[src/rtl/ort_pkg.sv]
package ort_pkg;
  typedef enum logic [1:0] {
    KIND_RD_SHARED = 2'd0,
    KIND_RD_EXCL   = 2'd1,
    KIND_UPGRADE   = 2'd2,
    KIND_WRBACK    = 2'd3
  } req_kind_e;

  localparam int unsigned KIND_W = 2;
  localparam int unsigned SNP_W  = 2;
endpackage

[src/rtl/ort_lowbit.sv]
module ort_lowbit #(
  parameter int unsigned W  = 8,
  localparam int unsigned IW = (W > 1) ? $clog2(W) : 1
) (
  input  logic [W-1:0]  vec,
  output logic [IW-1:0] idx,
  output logic          any
);
  always_comb begin
    idx = '0;
    for (int i = W - 1; i >= 0; i--) begin
      if (vec[i]) idx = IW'(i);
    end
  end

  assign any = |vec;
endmodule

[src/rtl/ort_cam.sv]
module ort_cam #(
  parameter int unsigned ENTRIES = 8,
  parameter int unsigned ADDR_W  = 32
) (
  input  logic [ADDR_W-1:0]               key,
  input  logic [ENTRIES-1:0]              vld,
  input  logic [ENTRIES-1:0][ADDR_W-1:0]  addrs,
  output logic [ENTRIES-1:0]              hits
);
  for (genvar g = 0; g < ENTRIES; g++) begin : g_cmp
    assign hits[g] = vld[g] && (addrs[g] == key);
  end
endmodule

[src/rtl/ort_store.sv]
module ort_store
  import ort_pkg::*;
#(
  parameter int unsigned ENTRIES = 8,
  parameter int unsigned ADDR_W  = 32,
  localparam int unsigned TAG_W  = (ENTRIES > 1) ? $clog2(ENTRIES) : 1
) (
  input  logic                            clk,
  input  logic                            rst_n,
  input  logic                            alloc_en,
  input  logic [TAG_W-1:0]                alloc_tag,
  input  logic [ADDR_W-1:0]               alloc_addr,
  input  logic [KIND_W-1:0]               alloc_kind,
  input  logic                            alloc_mine,
  input  logic                            rel_en,
  input  logic [TAG_W-1:0]                rel_tag,
  input  logic                            snp_en,
  input  logic [TAG_W-1:0]                snp_tag,
  input  logic [SNP_W-1:0]                snp_state,
  output logic [ENTRIES-1:0]              vld_q,
  output logic [ENTRIES-1:0][ADDR_W-1:0]  addr_q,
  output logic [ENTRIES-1:0][KIND_W-1:0]  kind_q,
  output logic [ENTRIES-1:0]              mine_q,
  output logic [ENTRIES-1:0]              known_q,
  output logic [ENTRIES-1:0][SNP_W-1:0]   snp_q
);
  for (genvar g = 0; g < ENTRIES; g++) begin : g_ent
    logic sel_alloc, sel_rel, sel_snp;
    assign sel_alloc = alloc_en && (alloc_tag == TAG_W'(g));
    assign sel_rel   = rel_en   && (rel_tag   == TAG_W'(g));
    assign sel_snp   = snp_en && (snp_tag == TAG_W'(g)) && vld_q[g]
                       && !sel_rel && !sel_alloc;

    always_ff @(posedge clk or negedge rst_n) begin
      if (!rst_n) begin
        vld_q[g]   <= 1'b0;
        addr_q[g]  <= '0;
        kind_q[g]  <= '0;
        mine_q[g]  <= 1'b0;
        known_q[g] <= 1'b0;
        snp_q[g]   <= '0;
      end else begin
        if (sel_snp) begin
          known_q[g] <= 1'b1;
          snp_q[g]   <= snp_state;
        end
        if (sel_rel) begin
          vld_q[g]   <= 1'b0;
          known_q[g] <= 1'b0;
        end
        if (sel_alloc) begin
          vld_q[g]   <= 1'b1;
          addr_q[g]  <= alloc_addr;
          kind_q[g]  <= alloc_kind;
          mine_q[g]  <= alloc_mine;
          known_q[g] <= 1'b0;
          snp_q[g]   <= '0;
        end
      end
    end
  end
endmodule

[src/rtl/ort_table.sv]
module ort_table
  import ort_pkg::*;
#(
  parameter int unsigned ENTRIES = 8,
  parameter int unsigned ADDR_W  = 32,
  localparam int unsigned TAG_W  = (ENTRIES > 1) ? $clog2(ENTRIES) : 1
) (
  input  logic              clk,
  input  logic              rst_n,
  input  logic              iss_valid,
  output logic              iss_ready,
  input  logic [TAG_W-1:0]  iss_tag,
  input  logic [ADDR_W-1:0] iss_addr,
  input  logic [1:0]        iss_kind,
  input  logic              iss_mine,
  output logic              iss_conflict,
  input  logic              rsp_valid,
  input  logic [TAG_W-1:0]  rsp_tag,
  output logic              rsp_hit,
  output logic              rsp_mine,
  output logic [ADDR_W-1:0] rsp_addr,
  output logic [1:0]        rsp_kind,
  input  logic              snp_valid,
  input  logic [TAG_W-1:0]  snp_tag,
  input  logic [1:0]        snp_state,
  input  logic [ADDR_W-1:0] cpu_addr,
  output logic              cpu_hit,
  output logic [TAG_W-1:0]  cpu_tag,
  input  logic [TAG_W-1:0]  rd_tag,
  output logic              rd_valid,
  output logic [ADDR_W-1:0] rd_addr,
  output logic [1:0]        rd_kind,
  output logic              rd_mine,
  output logic              rd_snp_known,
  output logic [1:0]        rd_snp_state,
  output logic [TAG_W-1:0]  free_tag,
  output logic              full
);
  logic [ENTRIES-1:0]              vld_q;
  logic [ENTRIES-1:0][ADDR_W-1:0]  addr_q;
  logic [ENTRIES-1:0][KIND_W-1:0]  kind_q;
  logic [ENTRIES-1:0]              mine_q;
  logic [ENTRIES-1:0]              known_q;
  logic [ENTRIES-1:0][SNP_W-1:0]   snp_q;

  logic [ENTRIES-1:0] rel_vec;
  logic [ENTRIES-1:0] iss_hits;
  logic [ENTRIES-1:0] cpu_hits;
  logic               slot_free;
  logic               alloc_en;
  logic               any_free;

  assign rel_vec   = rsp_valid ? (ENTRIES'(1) << rsp_tag) : '0;
  assign slot_free = !vld_q[iss_tag] || rel_vec[iss_tag];

  ort_cam #(.ENTRIES(ENTRIES), .ADDR_W(ADDR_W)) u_iss_cam (
    .key(iss_addr), .vld(vld_q), .addrs(addr_q), .hits(iss_hits)
  );

  ort_cam #(.ENTRIES(ENTRIES), .ADDR_W(ADDR_W)) u_cpu_cam (
    .key(cpu_addr), .vld(vld_q), .addrs(addr_q), .hits(cpu_hits)
  );

  assign iss_conflict = |(iss_hits & ~rel_vec);
  assign iss_ready    = slot_free && !iss_conflict;
  assign alloc_en     = iss_valid && iss_ready;

  ort_store #(.ENTRIES(ENTRIES), .ADDR_W(ADDR_W)) u_store (
    .clk(clk), .rst_n(rst_n),
    .alloc_en(alloc_en), .alloc_tag(iss_tag), .alloc_addr(iss_addr),
    .alloc_kind(iss_kind), .alloc_mine(iss_mine),
    .rel_en(rsp_valid), .rel_tag(rsp_tag),
    .snp_en(snp_valid), .snp_tag(snp_tag), .snp_state(snp_state),
    .vld_q(vld_q), .addr_q(addr_q), .kind_q(kind_q), .mine_q(mine_q),
    .known_q(known_q), .snp_q(snp_q)
  );

  ort_lowbit #(.W(ENTRIES)) u_free_pick (
    .vec(~vld_q), .idx(free_tag), .any(any_free)
  );
  assign full = !any_free;

  ort_lowbit #(.W(ENTRIES)) u_cpu_pick (
    .vec(cpu_hits), .idx(cpu_tag), .any(cpu_hit)
  );

  assign rsp_hit  = rsp_valid && vld_q[rsp_tag];
  assign rsp_mine = rsp_hit && mine_q[rsp_tag];
  assign rsp_addr = addr_q[rsp_tag];
  assign rsp_kind = kind_q[rsp_tag];

  assign rd_valid     = vld_q[rd_tag];
  assign rd_addr      = addr_q[rd_tag];
  assign rd_kind      = kind_q[rd_tag];
  assign rd_mine      = mine_q[rd_tag];
  assign rd_snp_known = known_q[rd_tag];
  assign rd_snp_state = snp_q[rd_tag];
endmodule

[config.mk]
export PLATFORM = sky130hd
export DESIGN_NAME = ort_table
export DESIGN_NICKNAME = d
export VERILOG_FILES = /design/src/rtl/ort_pkg.sv /design/src/rtl/ort_lowbit.sv /design/src/rtl/ort_cam.sv /design/src/rtl/ort_store.sv /design/src/rtl/ort_table.sv
export SDC_FILE = /design/constraint.sdc
export NUM_CORES = 1
export LEC_CHECK = 0
export BUFFER_PORTS_ARGS = -buffer_cell sky130_fd_sc_hd__buf_2
export CORE_MARGIN = 4
export CORE_UTILIZATION = 67
export DETAILED_ROUTE_END_ITERATION = 16
export GPL_TIMING_DRIVEN = 0
export PLACE_DENSITY_LB_ADDON = 0.08
export SYNTH_ARGS = -nofsm -noshare
export SYNTH_HDL_FRONTEND = slang
export SYNTH_SLANG_ARGS = --single-unit
[constraint.sdc]
create_clock -name clk -period 16.1 [get_ports clk]
set_input_delay 4.83 -clock clk [delete_from_list [all_inputs] [get_ports clk]]
set_output_delay 4.83 -clock clk [all_outputs]
set_load 0.01 [all_outputs]
==> impl_results.md <==
* P per Cell Area at 162 nW/µm²
* Tightest Pin Transition at 1520 ps
* Post-layout instance area at 25700 µm²
* Clk sink count at 312
* Num CTS Buffers at 34
* Count leader, synth: xnor2_1
* Seq/Total Area, Yosys at 33.4%
* Final Non-Filler Cells at 2599
* Antenna Nets Post-Route at 0
* Max Freq at 74.7 MHz
* Leakage at 9.99 nW
* HP Class: reg2reg
* Synth warnings at 0
* Final Skew at 26.5 ps
* Hold Startpoint: u_store.known_q[4]
* Std cell rows at 68
* First-pass GRT wire length at 159000 µm
* Via Count at 21147
* Die Area at 38000 µm²
* RSZ-0062 raised after global routing: false
* Crit Path Max Fanout at 8
* Final Wtd Congestion at 1.27
* Hold Path Cell Cnt at 1
* Mapped Nets at 2061
* Worst Path Arrival at 8560 ps
* DP Wirelength at 85100 µm
* Vias per cell at 8.14
* GRT Residual Overflow at 0
* Drt total wl at 114000 µm
* Synth top area cells: dfrtp_1 (33%), mux2_2 (16%), mux4_2 (15%)
* Synthesis-to-layout area growth at 9.99%
* Worst reg2reg startpoint: u_store.addr_q[63]
* Starting Density at 67.9%
* Critical path endpoint category: output port
* Number of global-route vias before repair at 21023
* CORE AREA at 34500 µm²
* Most frequent cells after synthesis: xnor2_1 (347), mux2_2 (334), dfrtp_1 (312)
* R2R Path End: u_store.addr_q[94]
* Clk Latency, worst-skew pair at 570 ps
* Asr flop ratio synth at 100%
* Initial antenna violation count at 11
* DP Cell Count at 2530
* Outcome: complete, but fails checks
* Seq cells post-synth at 312
* Cells after synthesis at 1975
* CTS clk-pin slew, worst paths at 60 ps
* Max cap viols at 1
* R2R depth at 10
* Largest family of logic cells by synthesized area: multiplexers
* Post-CTS Resized at 0
* Synth unique cells at 52
* Netlist area before placement at 23400 µm²
* IO Pins at 171
* Synth Area in Adders at 0%
* DIE HEIGHT at 195 µm
* Dominant register cell in the synthesized netlist: dfrtp_1
* H-tree depth at 2
* Placed cell area at 24500 µm²
* Post-synth top area share at 33.4%
* Pre-CTS WS at 3180 ps
* Filler Cells Inserted at 2180
* DRC at 0
* Post-synth top area cell: dfrtp_1
* Reg2Reg Setup Slack at 11060 ps
* Post-synth EDFFs at 0
* Cts hold-fix bufs at 0
* Synth Area in Compound Gates at 1.39%
* CTS Buffer Depth at 3
* Final-stage net count at 2198
* Critical path class: in2out
* Mux share of post-synthesis cell area at 32.0%
* Fraction of layout cells with a size suffix above 1 at 35.3%
* Tot Pwr at 4.18 mW
* Endpoints failing setup at 0
* Critical Path RT at 11270 ps
* Fin. max-slew vios at 2
* Initial DRC count at 4489
* Simple-gate portion of the synthesized area at 10.2%
* Total negative slack at 0 ps
* Max_slew headroom at -2.79%
* Drt wl/cell at 44.0 µm
* Port Buffers at 98
* Post-layout minimum cycle time at 13390 ps
* Largest net degree at the start of global routing at 129
* Startpoint class of the critical path: primary input
* Postcts setup bufs at 0
* Violated checks: capacitance limit, slew limit
* XOR/XNOR Fraction of Synth Area at 19.3%
* Final worst slack at 2710 ps
* Max rail drop VDD at 0.186 mV
* First drt pass iteration count at 10
* Hold Crit Endpoint: u_store.known_q[4]
* Final Hold Viols at 0
* Crit share post-route at 83.2%
* Tot GR Track Use at 59.5%
* Die X at 195 µm
* Synth Area per Inst at 11.8 µm²
* TritonCTS clock tree: yes
* Clk root buf: clkbuf_16
## per-stage QoR
stage / hold slack (ps) / utilization [%]
detailed placement: 515 / 71.2
CTS: 528 / 74.6
finish: 535 / 74.7
global placement: 491 / 71.0
global route: 546 / 74.6
floorplan: 479 / -
## critical path, cell delays in order
cell      delay [ps]
clkbuf_1         290
xnor2_1          920
nand4_1          540
nor4_1           420
nand4_1          190
or4_1            610
o21ai_0          100
nand2_1          110
a21oi_1          330
buf_2            200
## logic make-up (layout without fill, tap and decap cells)
logic type,after synthesis,count (layout)
xor+xnor,515,515
mux,507,507
simple gates,410,410
flops,312,312
buf+inv,187,346
compound gates,44,44
other cells,0,10
## sequential cells by signal, indices dropped and copies added, names as in the netlist
name and cells:
u_store.vld_q 8, u_store.mine_q 8, u_store.addr_q 256, u_store.known_q 8
u_store.snp_q 16, u_store.kind_q 16
## per-layer routing
metal	track usage [%]	share of wire, %	vias to the layer above	wire length, µm
li1	-	-	7490	-
met4	43.8	11	6	12900
met3	29.6	18	850	20400
met1	71.5	31	10195	35900
met2	82.3	39	2606	45100
met5	3.07	0.10	-	117
## power by group
group / internal, mW / switching (mW) / leakage (nW)
Sequential: 1.01 / 0.520 / 3.78
Clock: 0.503 / 0.355 / 0.571
Combinational: 0.778 / 1.01 / 5.64
## how the worst max path moves through the flow
stage	from	endpoint	slack, ps	cells after the start
4_1_cts	rd_tag[0]	rd_addr[17]	3090	6
3_5_place_dp	rd_tag[0]	rd_addr[17]	3180	6
6_report	cpu_addr[7]	cpu_tag[0]	2710	10
3_3_place_gp	rd_tag[0]	rd_addr[14]	3220	6
5_1_grt	rd_tag[0]	rd_addr[17]	2880	6
2_1_floorplan	rd_tag[0]	rd_addr[14]	4360	5
## cells in the final DEF, fill, tap and decap left out, types with 11 or more instances in the layout
cell	n
xnor2_1	347
mux2_2	334
dfrtp_1	312
xor2_1	168
buf_2	160
mux4_2	152
nand4_1	103
clkbuf_1	88
nand2_1	76
nor4_1	55
clkbuf_16	34
nor2_1	28
nand3_1	25
nor3_1	23
buf_1	19
mux2_4	19
nor2b_1	18
nor4b_1	14
nand4b_1	13
buf_4	11
## layout make-up
cell class              instances  area [µm²]  share of cell area, %
diodes                         10        25.0                 0.0972
plain buffers                 183         861                   3.35
clock buffers                  47         970                   3.77
clock inverters                11         201                  0.783
inverters                       4        15.0                 0.0583
multi-input cells            1476       14700                   57.2
flip-flops and latches        312        7810                   30.3
well taps                     455         569                   2.21
repair buffers                101         571                   2.22
Power figures use the tool's default switching activity.
